[src/rtl/scan_pkg.sv]
package scan_pkg;
  localparam int NUM_COLS        = 20;
  localparam int ROWS_PER_BANK   = 7;
  localparam int NUM_BANKS       = 2;
  localparam int COLS_PER_DIGIT  = 5;
  localparam int NUM_ROWS        = ROWS_PER_BANK * NUM_BANKS;
  localparam int DIGITS_PER_BANK = NUM_COLS / COLS_PER_DIGIT;
  localparam int NUM_DIGITS      = DIGITS_PER_BANK * NUM_BANKS;
  localparam int ROW_W           = $clog2(NUM_ROWS);

  // Lit length, in clocks, for a brightness code, out of (row_clks - 2) usable clocks.
  function automatic int unsigned duty_len(input int unsigned code, input int unsigned row_clks);
    int unsigned pct;
    case (code)
      0: pct = 100;
      1: pct = 80;
      2: pct = 53;
      3: pct = 40;
      4: pct = 27;
      5: pct = 20;
      6: pct = 13;
      default: pct = 0;
    endcase
    return ((row_clks - 2) * pct) / 100;
  endfunction
endpackage

[src/rtl/scan_timer.sv]
module scan_timer #(
  parameter int ROW_CLKS    = 64,
  parameter int NROWS       = 14,
  parameter int HALF_FRAMES = 2,
  localparam int PW = $clog2(ROW_CLKS),
  localparam int RW = $clog2(NROWS),
  localparam int FW = $clog2(HALF_FRAMES + 1)
) (
  input  logic          clk,
  input  logic          rst_n,
  output logic [PW-1:0] phase,
  output logic [RW-1:0] row,
  output logic          row_end,
  output logic          wave
);
  logic [FW-1:0] fcnt;
  logic          last_row;

  assign row_end  = (phase == PW'(ROW_CLKS - 1));
  assign last_row = (row == RW'(NROWS - 1));

  always_ff @(posedge clk) begin
    if (!rst_n) begin
      phase <= '0;
      row   <= '0;
      fcnt  <= '0;
      wave  <= 1'b1;
    end else if (row_end) begin
      phase <= '0;
      row   <= last_row ? '0 : row + RW'(1);
      if (last_row) begin
        if (fcnt == FW'(HALF_FRAMES - 1)) begin
          fcnt <= '0;
          wave <= ~wave;
        end else begin
          fcnt <= fcnt + FW'(1);
        end
      end
    end else begin
      phase <= phase + PW'(1);
    end
  end
endmodule

[src/rtl/pattern_buffer.sv]
module pattern_buffer #(
  parameter int WIDTH = 20
) (
  input  logic             clk,
  input  logic             rst_n,
  input  logic             row_end,
  input  logic             in_valid,
  output logic             in_ready,
  input  logic [WIDTH-1:0] in_data,
  output logic [WIDTH-1:0] shown
);
  logic [WIDTH-1:0] held;
  logic             full;

  assign in_ready = ~full;

  always_ff @(posedge clk) begin
    if (!rst_n) begin
      held  <= '0;
      full  <= 1'b0;
      shown <= '0;
    end else if (row_end) begin
      full <= 1'b0;
      if (full)          shown <= held;
      else if (in_valid) shown <= in_data;
      else               shown <= '0;
    end else if (in_valid && !full) begin
      held <= in_data;
      full <= 1'b1;
    end
  end
endmodule

[src/rtl/column_gate.sv]
module column_gate
  import scan_pkg::*;
#(
  parameter int ROW_CLKS = 64,
  localparam int PW = $clog2(ROW_CLKS)
) (
  input  logic [PW-1:0]         phase,
  input  logic [2:0]            bright,
  input  logic                  bank,
  input  logic                  flash_en,
  input  logic                  blink,
  input  logic [NUM_DIGITS-1:0] flash_bits,
  input  logic                  wave,
  input  logic [NUM_COLS-1:0]   pattern,
  output logic [NUM_COLS-1:0]   col_en
);
  logic [PW-1:0] len_tbl [8];
  logic [PW-1:0] on_len;
  logic          lit;

  for (genvar k = 0; k < 8; k++) begin : g_len
    assign len_tbl[k] = PW'(duty_len(k, ROW_CLKS));
  end

  assign on_len = len_tbl[bright];
  assign lit = (phase != '0) && (phase != PW'(ROW_CLKS - 1)) && (phase <= on_len);

  for (genvar c = 0; c < NUM_COLS; c++) begin : g_col
    localparam int DL = c / COLS_PER_DIGIT;
    logic fbit, gated;
    assign fbit   = bank ? flash_bits[DIGITS_PER_BANK + DL] : flash_bits[DL];
    assign gated  = blink | (flash_en & fbit);
    assign col_en[c] = pattern[c] & lit & (~gated | wave);
  end
endmodule

[src/rtl/matrix_scan.sv]
module matrix_scan
  import scan_pkg::*;
#(
  parameter int ROW_CLKS          = 64,
  parameter int FLASH_HALF_FRAMES = 2
) (
  input  logic                  clk,
  input  logic                  rst_n,
  input  logic [2:0]            bright,
  input  logic                  flash_en,
  input  logic                  blink,
  input  logic [NUM_DIGITS-1:0] flash_bits,
  input  logic                  pat_valid,
  output logic                  pat_ready,
  input  logic [NUM_COLS-1:0]   pat_data,
  output logic [ROW_W-1:0]      pat_idx,
  output logic [NUM_ROWS-1:0]   row_sel,
  output logic [NUM_COLS-1:0]   col_en
);
  localparam int PW = $clog2(ROW_CLKS);

  logic [PW-1:0]       phase;
  logic [ROW_W-1:0]    row;
  logic                row_end;
  logic                wave;
  logic                bank;
  logic [NUM_COLS-1:0] shown;

  scan_timer #(
    .ROW_CLKS(ROW_CLKS), .NROWS(NUM_ROWS), .HALF_FRAMES(FLASH_HALF_FRAMES)
  ) u_timer (
    .clk(clk), .rst_n(rst_n), .phase(phase), .row(row), .row_end(row_end), .wave(wave)
  );

  pattern_buffer #(.WIDTH(NUM_COLS)) u_pbuf (
    .clk(clk), .rst_n(rst_n), .row_end(row_end), .in_valid(pat_valid),
    .in_ready(pat_ready), .in_data(pat_data), .shown(shown)
  );

  column_gate #(.ROW_CLKS(ROW_CLKS)) u_gate (
    .phase(phase), .bright(bright), .bank(bank), .flash_en(flash_en), .blink(blink),
    .flash_bits(flash_bits), .wave(wave), .pattern(shown), .col_en(col_en)
  );

  assign bank    = (row >= ROW_W'(ROWS_PER_BANK));
  assign pat_idx = (row == ROW_W'(NUM_ROWS - 1)) ? '0 : row + ROW_W'(1);

  for (genvar r = 0; r < NUM_ROWS; r++) begin : g_row
    assign row_sel[r] = (row == ROW_W'(r));
  end
endmodule

[config.mk]
export PLATFORM = sky130hd
export DESIGN_NAME = matrix_scan
export DESIGN_NICKNAME = d
export VERILOG_FILES = /design/src/rtl/scan_pkg.sv /design/src/rtl/scan_timer.sv /design/src/rtl/pattern_buffer.sv /design/src/rtl/column_gate.sv /design/src/rtl/matrix_scan.sv
export SDC_FILE = /design/constraint.sdc
export NUM_CORES = 1
export LEC_CHECK = 0
export BUFFER_PORTS_ARGS = -buffer_cell sky130_fd_sc_hd__buf_2
export CAP_MARGIN = 20
export CORE_ASPECT_RATIO = 0.5
export CORE_MARGIN = 3
export CORE_UTILIZATION = 47
export CTS_CLUSTER_DIAMETER = 50
export DETAILED_ROUTE_END_ITERATION = 6
export PLACE_DENSITY = 0.72
export SLEW_MARGIN = 20
export SYNTH_ARGS = -nofsm -noshare
export SYNTH_HDL_FRONTEND = slang
export SYNTH_SLANG_ARGS = --single-unit
export TNS_END_PERCENT = 100
[constraint.sdc]
create_clock -name clk -period 1.8 [get_ports clk]
set_input_delay 0.09 -clock clk [delete_from_list [all_inputs] [get_ports clk]]
set_output_delay 0.09 -clock clk [all_outputs]
set_load 0.005 [all_outputs]
=== Yosys cells after proc, flatten, opt, wreduce, memory -nomap -nowiden ===
Memories as Yosys holds them, arrays and structs flattened.
Cells that the tools add are included.

* Bits in registers: 54
* Memory bits (read-only): 48
* Bits of input ports: 36
* Output and inout bits: 39
* Logic and storage cells: 111
* Memories: 1

{| class="wikitable"
|+ Memories
! memory !! depth !! width !! read ports !! clocked after Yosys merged registers in !! wr ports !! RTL line !! source
|-
| (no name shown) || 8 || 6 || 1 || 0 || 0 || column_gate.sv:25 || <nowiki>assign on_len = len_tbl[bright];</nowiki>
|}

* Add/sub/neg operators: 3
* Magnitude comparators: 3
* Eq/ne operators: 16
* Muxes and demuxes: 10
* Bitwise gates (word level): 61
* Reductions and logical operators: 10

{| class="wikitable"
|+ Operators by type and width
! kind !! count
|-
| 1-bit bitwise AND || 44
|-
| 20-bit two-way mux || 2
|-
| 4-bit == test (second input constant) || 6
|-
| 4-bit by 3-bit == test with 1-bit output (second input constant) || 4
|-
| 6-bit two-way mux || 2
|-
| 4-bit by 2-bit == test with 1-bit output (second input constant) || 2
|-
| 1-bit inverter || 8
|-
| 1-bit OR || 8
|-
| 6-bit by 1-bit adder with 6-bit output (second input constant) || 1
|-
| 6-bit == test (second input constant) || 1
|-
| 6-bit <= comparator || 1
|-
| 6-bit inequality test (second input constant) || 1
|-
| 6-bit nonzero test || 1
|-
| 4-bit by 1-bit adder with 4-bit output (second input constant) || 1
|-
| 4-bit by 1-bit == test with 1-bit output (second input constant) || 1
|-
| 4-bit by 3-bit greater-or-equal comparator with 1-bit output (second input constant) || 1
|-
| 4-bit greater-or-equal comparator (second input constant) || 1
|-
| 4-bit logical NOT || 1
|-
| 1-bit two-way mux || 4
|-
| 4-bit two-way mux || 1
|-
| 3-bit inverter with 4-bit output || 1
|-
| 2-bit AND reduction || 2
|-
| 1-bit logical AND || 3
|-
| 3-bit AND reduction || 1
|-
| other kinds (5) || 5
|}

=== Logic depth before layout (Yosys ltp) ===
Gate-level depths: netlist (run 1).

* Depth in word-level cells: 8
* Depth in mapped cells: 10
* Mapped depth without buffers: 9

=== Cells and area by module ===
From an unflattened synthesis (run 1), not the netlist that was laid out.

* Cells, all modules: 387
* Area total of the unflattened synthesis: 3047.9 um^2

{| class="wikitable"
|+ Modules (own cells, without submodules)
! module !! times used !! cells an instance !! area an instance (um^2) !! sequential area each (um^2)
|-
| pattern_buffer || 1 || 204 || 1751.7 || 820.8
|-
| scan_timer || 1 || 62 || 568.0 || 260.2
|-
| column_gate || 1 || 89 || 528.0 || 0.0
|-
| matrix_scan || 1 || 32 || 200.2 || 0.0
|}

=== Least setup slack after synthesis (run 1) ===
OpenSTA, ideal clock, no wires.

* Kind: in2out
* Start point: input bright[0]
* End point: output col_en[0]
* Arrival time: 1539 ps
* Data required time: 1710 ps
* Setup slack: 171 ps
* Stages: 8
* Buffers on the path: 1
* Cell sequence: ha_1 or2_2 ha_1 and4_1 o21ai_0 a32oi_1 buf_2 nor2_1

* Longest elaborated chain between the ends: 8

{| class="wikitable"
|+ Ends and longest elaborated chain
! item !! RTL line !! source
|-
| from (decl) || matrix_scan.sv:9 || <nowiki>input logic [2:0] bright,</nowiki>
|-
| 3-bit inverter with 4-bit output (implied by the code) || column_gate.sv:25 ||
|-
| memory 8 x 6 bit || -- ||
|-
| 6-bit two-way mux (implied by the code) (2 in a row) || column_gate.sv:25 ||
|-
| 6-bit <= comparator || column_gate.sv:26 || <nowiki>assign lit = (phase != '0) && (phase != PW'(ROW_CLKS - 1)) && (phase <= on_len);</nowiki>
|-
| 1-bit logical AND || column_gate.sv:26 ||
|-
| 1-bit bitwise AND (2 in a row) || column_gate.sv:33 || <nowiki>assign col_en[c] = pattern[c] & lit & (~gated | wave);</nowiki>
|-
| to (decl) || matrix_scan.sv:18 || <nowiki>output logic [NUM_COLS-1:0] col_en</nowiki>
|}

Every way passes these cells. The select of a mux whose other input is x is not followed.

=== Final worst setup path (run 1) ===
* Start point: register u_timer.phase[5]
* End point: output col_en[14]

* Longest elaborated chain between the ends: 5
* Elaborated cells between the ends (all ways): 7
* Those cells by class: 1 x order compare; 1 x eq/ne; 2 x bitwise; 3 x reduce/logical

{| class="wikitable"
|+ Ends and longest elaborated chain
! item !! RTL line !! source
|-
| from (decl) || scan_timer.sv:11 || <nowiki>output logic [PW-1:0] phase,</nowiki>
|-
| from (signal assigned) || scan_timer.sv:40 || <nowiki>phase <= phase + PW'(1);</nowiki>
|-
| parallel branches: the longest is 2 deep, another holds 6-bit <= comparator || -- ||
|-
| 1-bit logical AND (*) || column_gate.sv:26 ||
|-
| 1-bit bitwise AND (*) (2 in a row) || column_gate.sv:33 ||
|}

Every way passes the cells marked *.

==> impl_metrics.csv, run 1 <==
group,metric,value,unit
placement,place_inst,515,
power_and_ir_drop,pwr-share-comb,13.7,%
synthesis,yosysSeqAreaShare,35.1,%
sta,slew_headroom,65.7,%
synthesis,yosys-top-cells-area,"dfxtp_1 35%, o211a_1 6.8%, mux2i_1 6.5%",
synthesis,synth_top_cell_by_area,"dfxtp_1",
synthesis,syn_area_per_cell,8.52,um^2
die,start_util,49.7,%
die,die-area,0.00763,mm^2
setup_path,cp_max_fo,5,
die,ioPinCount,75,
placement,dp_hpwl,5.50,mm
power_and_ir_drop,leakage,2.03,nW
sta,whs,0.0710,ns
sta,slew_violations,0,
run,maxCapViolations,0,
global_routing,grt_max_degree,41,
finish,num_antenna_cells,0,
die,core_area,0.00621,mm^2
sta,finClkSkew,0.00509,ns
die,die_h,63.3,um
route,drt_iter0_drc,190,
route,drtAntennaViolNets,0,
synthesis,syn_inst,362,
global_routing,grt_antenna_before_repair,0,
global_routing,met1_usage,25.6,%
setup_path,crit_start,"u_timer.phase[5]",
clock_tree,path_clk_slew,0.07,ns
sta,finalWorstSetupSlack,-0.142,ns
finish,drive_above_1_share,36.0,%
sta,max_clock_freq,0.515,GHz
synthesis,synth_top_area_share,35.1,%
clock_tree,h-tree-depth,2,
placement,gp_congestion,0.882,
power_and_ir_drop,total_power,2.70,mW
global_routing,grtUsageTotal,20.8,%
outcome,status,"finished, violations left",
sta,tightest_slew,0.514,ns
route,via_per_inst,5.39,
clock_tree,cts_tree,"built",
clock_tree,insertion_delay,0.29,ns
power_and_ir_drop,powerDensity,665,mW/mm^2
hold_path,min_from,"pat_data[3]",
global_routing,top_usage_layer,"met2",
synthesis,yosys_warnings,0,
setup_path,critPathArrivalTime,1.85,ns
synthesis,synth-edff-count,0,
outcome,violations,"setup timing",
synthesis,async_reset_ff_share,0,%
setup_path,crit_path_end_kind,"primary output",
setup_path,critical_path_required,1.71,ns
clock_tree,cts-hold-fix-buffers,0,
synthesis,ys.flop_type,"dfxtp_1",
power_and_ir_drop,switching_share,23.6,%
power_and_ir_drop,p_seq_share,46.5,%
die,fp-row-count,20,
route,wire_per_inst,15.0,um
hold_path,hold_class,"in -> reg",
setup_path,r2r_start,"u_timer.phase[1]",
die,die_w,121,um
sta,rsz0062_at_grt,"yes",
clock_tree,cts_root_buffer,"clkbuf_16",
route,vias,2875,
sta,timing.final.hold_violations,0,
clock_tree,cts.sinks,54,
power_and_ir_drop,peakVddDrop,0.000437,V
power_and_ir_drop,p_sw,636,uW
sta,fin_crit_sh,108,%
finish,nFillCells,542,
synthesis,synth_nets,409,
sta,post-route-min-period,1.94,ns
global_routing,grt_pass1_wl,13.0,mm
synthesis,synth_cell_type_count,42,
synthesis,synth_area,0.00308,mm^2
global_routing,global_route.usage.met2,38.2,%
power_and_ir_drop,clkPwrFrac,39.8,%
setup_path,crit_type,"reg -> out",
clock_tree,ctsLongestPathBuffers,2,
route,wirelength,8.00,mm
finish,finish.net_count,491,
placement,portBuffers,74,
global_routing,grt_pass1_vias,2744,
finish,stdcell_count,533,
sta,finalSetupViolCount,20,
power_and_ir_drop,p_int,2.06,mW
route,drcViolationCount,0,
global_routing,grt_util_met3,3.50,%
synthesis,ys_seq_elements,54,
clock_tree,cts_buffers,5,
setup_path,setup.worst_path.start_class,"register",
finish,synthToLayoutAreaGrowth,31.4,%
global_routing,grt_overflow,0,
route,dr.pass1.iters,5,
==> synth_stat cells (3+ instances only) <==
| cell | n |
|---|---|
| xor2_1 | 3 |
| inv_1 | 9 |
| o211a_1 | 21 |
| buf_2 | 12 |
| ha_1 | 11 |
| nand2_1 | 52 |
| mux2_2 | 4 |
| o211ai_1 | 20 |
| nor2_1 | 36 |
| mux2i_1 | 20 |
| nor3_1 | 7 |
| nand4_1 | 20 |
| xnor2_1 | 5 |
| dfxtp_1 | 54 |
| and2_1 | 4 |
| nor4_1 | 3 |
| o21ai_0 | 3 |
| nand3b_1 | 8 |
| clkbuf_1 | 15 |
| nand2b_1 | 4 |
| nor2b_1 | 23 |
==> worst paths after layout <==
path | slack, ns | end | depth (start not counted)
worst max register to register | 0.07 | u_pbuf.held[8] | 7
worst min-delay path | 0.07 | u_pbuf.held[3] | 3
worst min register to register | 0.44 | u_timer.fcnt[1] | 2
worst max-delay path | -0.14 | col_en[14] | 8
==> repair_timing <==
action,in CTS,in global routing
cloned,4,0
resized for setup,38,21
setup buffers,3,3
endpoints found under the setup margin,20,20
pin swaps,9,10
==> power groups by stage <==
stage,Clock (mW),Combinational (mW),Sequential [mW]
2_1_floorplan,0,0.195,1.27
3_3_place_gp,0,0.279,1.28
3_5_place_dp,0,0.295,1.28
4_1_cts,1.09,0.346,1.25
5_1_grt,1.15,0.409,1.26
6_report,1.07,0.369,1.25
==> logic make-up (layout without fill, tap and decap cells) <==
kind of cell	count (synthesis)	count (layout)	share of synthesized area (%)
AND/OR/NAND/NOR	168	168	28.2
adder cells (fa/ha/maj)	11	11	4.46
buffers and inverters	41	124	6.45
XOR/XNOR	8	8	2.27
multiplexers	24	24	7.95
flip-flops	54	54	35.1
AO/OA/AOI/OAI	56	56	15.6
==> layout make-up <==
class | instances | area (um^2) | area share, %
clock buffers | 7 | 133 | 3.27
repair buffers | 107 | 687 | 16.9
multi-input cells | 267 | 1970 | 48.5
clock inverters | 1 | 30.0 | 0.741
well taps | 88 | 110 | 2.72
flip-flops and latches | 54 | 1090 | 26.9
inverters | 9 | 36.3 | 0.895
==> flip-flops by register name, summed over array words and instances (netlist names) <==
register / count
u_pbuf.shown: 20
u_timer.wave: 1
u_timer.row: 4
u_timer.phase: 6
u_pbuf.full: 1
u_timer.fcnt: 2
u_pbuf.held: 20
==> stage by stage <==
step | cell area [um^2] | utilization, % | setup TNS [ns] | setup slack, ns
after floorplan | 3080 | - | 0 | 0.171
after global placement | 3600 | 58.0 | -4.23 | -0.227
after detailed placement | 3600 | 58.0 | -6.19 | -0.339
after CTS | 3950 | 63.6 | -3.05 | -0.175
after global routing | 4050 | 65.3 | -3.86 | -0.199
final | 4050 | 65.3 | -2.68 | -0.142
==> critical path: stages, from the launching register on <==
cell and delay (ns):
dfxtp_4 0.36, ha_4 0.23, and4_4 0.19, buf_4 0.13, a32oi_2 0.18, buf_6 0.17
buf_6 0.13, nor2_1 0.05, buf_2 0.12
==> layout by cell type (no fill, tap or decap), types with 2 or more instances in the layout <==
| cell | n |
|---|---|
| nor2_2 | 8 |
| mux2_2 | 4 |
| xor2_1 | 2 |
| a21o_1 | 2 |
| buf_12 | 3 |
| nor3b_2 | 2 |
| dfxtp_2 | 4 |
| nor3_1 | 7 |
| nor2_1 | 23 |
| xnor2_1 | 5 |
| clkbuf_16 | 5 |
| clkbuf_1 | 2 |
| nor2b_1 | 23 |
| nand3b_1 | 8 |
| nor4_1 | 3 |
| nor2_4 | 6 |
| nand4_1 | 20 |
| mux2i_1 | 20 |
| buf_2 | 72 |
| and2_1 | 4 |
| ha_1 | 5 |
| o211ai_1 | 20 |
| dfxtp_1 | 49 |
| buf_6 | 7 |
| nand2b_1 | 4 |
| o211a_1 | 21 |
| ha_4 | 5 |
| buf_4 | 25 |
| nand3_1 | 2 |
| inv_1 | 7 |
| nand2_1 | 51 |
==> per-layer routing <==
layer  vias to the layer above  part of all wire (%)
li1                       1432                     -
met1                      1369                    43
met2                        66                    51
met3                         8                   5.2
met4                         0                   1.1
met5                         -                     0
No activity file was read; power rests on OpenSTA's default activity.
==> run 2, diff against run 1 <==
--- a/config.mk
+++ b/config.mk
@@ -7,7 +7,7 @@
 export LEC_CHECK = 0
 export BUFFER_PORTS_ARGS = -buffer_cell sky130_fd_sc_hd__buf_2
 export CAP_MARGIN = 20
-export CORE_ASPECT_RATIO = 0.5
+export CORE_ASPECT_RATIO = 1.1
 export CORE_MARGIN = 3
 export CORE_UTILIZATION = 47
 export CTS_CLUSTER_DIAMETER = 50
==> constraint.sdc (replaced) <==
create_clock -name clk -period 2.2 [get_ports clk]
set_input_delay 0.11 -clock clk [delete_from_list [all_inputs] [get_ports clk]]
set_output_delay 0.11 -clock clk [all_outputs]
set_load 0.005 [all_outputs]
==> impl_metrics.csv, run 2 (synthesized netlist as in run 1, its figures left out) <==
group,metric,value,unit
clock_tree,h-tree-depth,2,
setup_path,cp_max_fo,10,
finish,final_common_cell,"buf_2",
sta,timing.final.hold_violations,0,
die,die_w,83.2,um
placement,dp_hpwl,5.03,mm
power_and_ir_drop,powerDensity,501,mW/mm^2
die,fp-row-count,30,
setup_path,setup.worst_path.start_class,"primary input",
global_routing,grt_pass1_wl,12.0,mm
finish,layout_common_cells,"74 x buf_2, 52 x nand2_1, 50 x dfxtp_1",
setup_path,critical_path_required,2.09,ns
power_and_ir_drop,peakVddDrop,0.000411,V
die,die-area,0.00757,mm^2
sta,finalSetupViolCount,0,
route,wire_per_inst,14.8,um
die,core_area,0.00627,mm^2
clock_tree,cts_buffers,5,
clock_tree,insertion_delay,0.31,ns
finish,finish.net_count,470,
route,drcViolationCount,0,
finish,final_cell_area,0.00364,mm^2
outcome,status,"complete, no violations",
route,dr.pass1.iters,4,
global_routing,grt_max_degree,52,
die,start_util,49.2,%
setup_path,crit_path_end_kind,"primary output",
sta,slew_headroom,46.1,%
clock_tree,cts_root_buffer,"clkbuf_8",
global_routing,grt_pass1_vias,2515,
route,wirelength,7.45,mm
run,maxCapViolations,0,
route,drtAntennaViolNets,0,
placement,portBuffers,74,
clock_tree,ctsLongestPathBuffers,2,
finish,num_antenna_cells,0,
sta,tns,0,ns
setup_path,crit_type,"in -> out",
clock_tree,path_clk_slew,0.10,ns
route,vias,2798,
die,die_h,91.0,um
clock_tree,cts-hold-fix-buffers,0,
die,ioPinCount,75,
sta,fin_crit_sh,97.9,%
placement,gp_congestion,0.820,
finish,drive_above_1_share,27.4,%
clock_tree,cts.sinks,54,
power_and_ir_drop,leakage,1.89,nW
global_routing,grt_overflow,0,
placement,place_area,0.00347,mm^2
global_routing,grtUsageTotal,18.9,%
finish,synthToLayoutAreaGrowth,18.1,%
finish,largestRegisters,"u_pbuf.held x20, u_pbuf.shown x20, u_timer.phase x6",
hold_path,hold_class,"in -> reg",
route,via_per_inst,5.56,
finish,nFillCells,543,
sta,finClkSkew,0.00532,ns
setup_path,critPathArrivalTime,2.04,ns
route,drt_iter0_drc,200,
sta,slew_violations,0,
sta,post-route-min-period,2.15,ns
sta,tightest_slew,0.809,ns
global_routing,grt_antenna_before_repair,0,
clock_tree,cts_tree,"built",
sta,max_clock_freq,0.464,GHz
==> run 2: what timing repair did <==
item	CTS	global route
setup endpoints to repair	0	20
setup buffers	0	3
gates resized for setup	0	19
==> run 2: layout make-up <==
cell class              count  area [um^2]  area share, %
well taps                  80          100           2.75
inverters                   9         33.8          0.928
flip-flops and latches     54         1090           29.8
clock inverters             2         15.0          0.412
clock buffers               5         68.8           1.89
repair buffers             86          500           13.7
multi-input cells         267         1840           50.4
==> run 2: through the flow <==
stage / utilization (%) / std cells / setup WS, ns / hold slack [ns] / power [mW]
6_report: 58.1 / 503 / 0.0460 / 0.0663 / 1.82
5_1_grt: 58.1 / 503 / -0.00911 / 0.0644 / 1.91
4_1_cts: 56.6 / 498 / 0.0695 / 0.0605 / 1.81
3_5_place_dp: 55.3 / 491 / 0.0958 / 0.387 / 1.28
3_3_place_gp: 55.3 / 491 / 0.130 / 0.379 / 1.27
2_1_floorplan: - / 362 / 0.531 / 0.267 / 1.20
==> run 2: critical path, cell delays in order <==
cell	delay, ns
buf_4	0.13
ha_1	0.18
or2_2	0.29
ha_4	0.28
and4_4	0.23
o21ai_2	0.06
a32oi_2	0.28
buf_4	0.17
buf_8	0.13
nor2_1	0.06
buf_2	0.12
==> run 2: final timing paths <==
check,start,to,slack (ns),cells past startpoint
worst min-delay path,pat_data[14],u_pbuf.held[14],0.07,3
worst min register to register,u_timer.fcnt[1],u_timer.fcnt[1],0.47,2
worst max-delay path,bright[0],col_en[8],0.05,11
worst max register to register,u_timer.phase[0],u_pbuf.held[5],0.57,6
==> run 2: per-layer routing <==
| metal | wire [um] | GRT usage [%] | up-vias |
|---|---|---|---|
| li1 | - | - | 1392 |
| met1 | 3300 | 26.0 | 1288 |
| met2 | 3480 | 29.9 | 110 |
| met3 | 592 | 4.54 | 8 |
| met4 | 76 | 4.36 | 0 |
| met5 | 0 | 0 | - |
==> run 2: power breakdown <==
| group | switching [mW] | total [mW] | internal, mW |
|---|---|---|---|
| sequential | 0.0223 | 1.03 | 1.00 |
| combinational | 0.144 | 0.258 | 0.113 |
| clock | 0.321 | 0.539 | 0.218 |
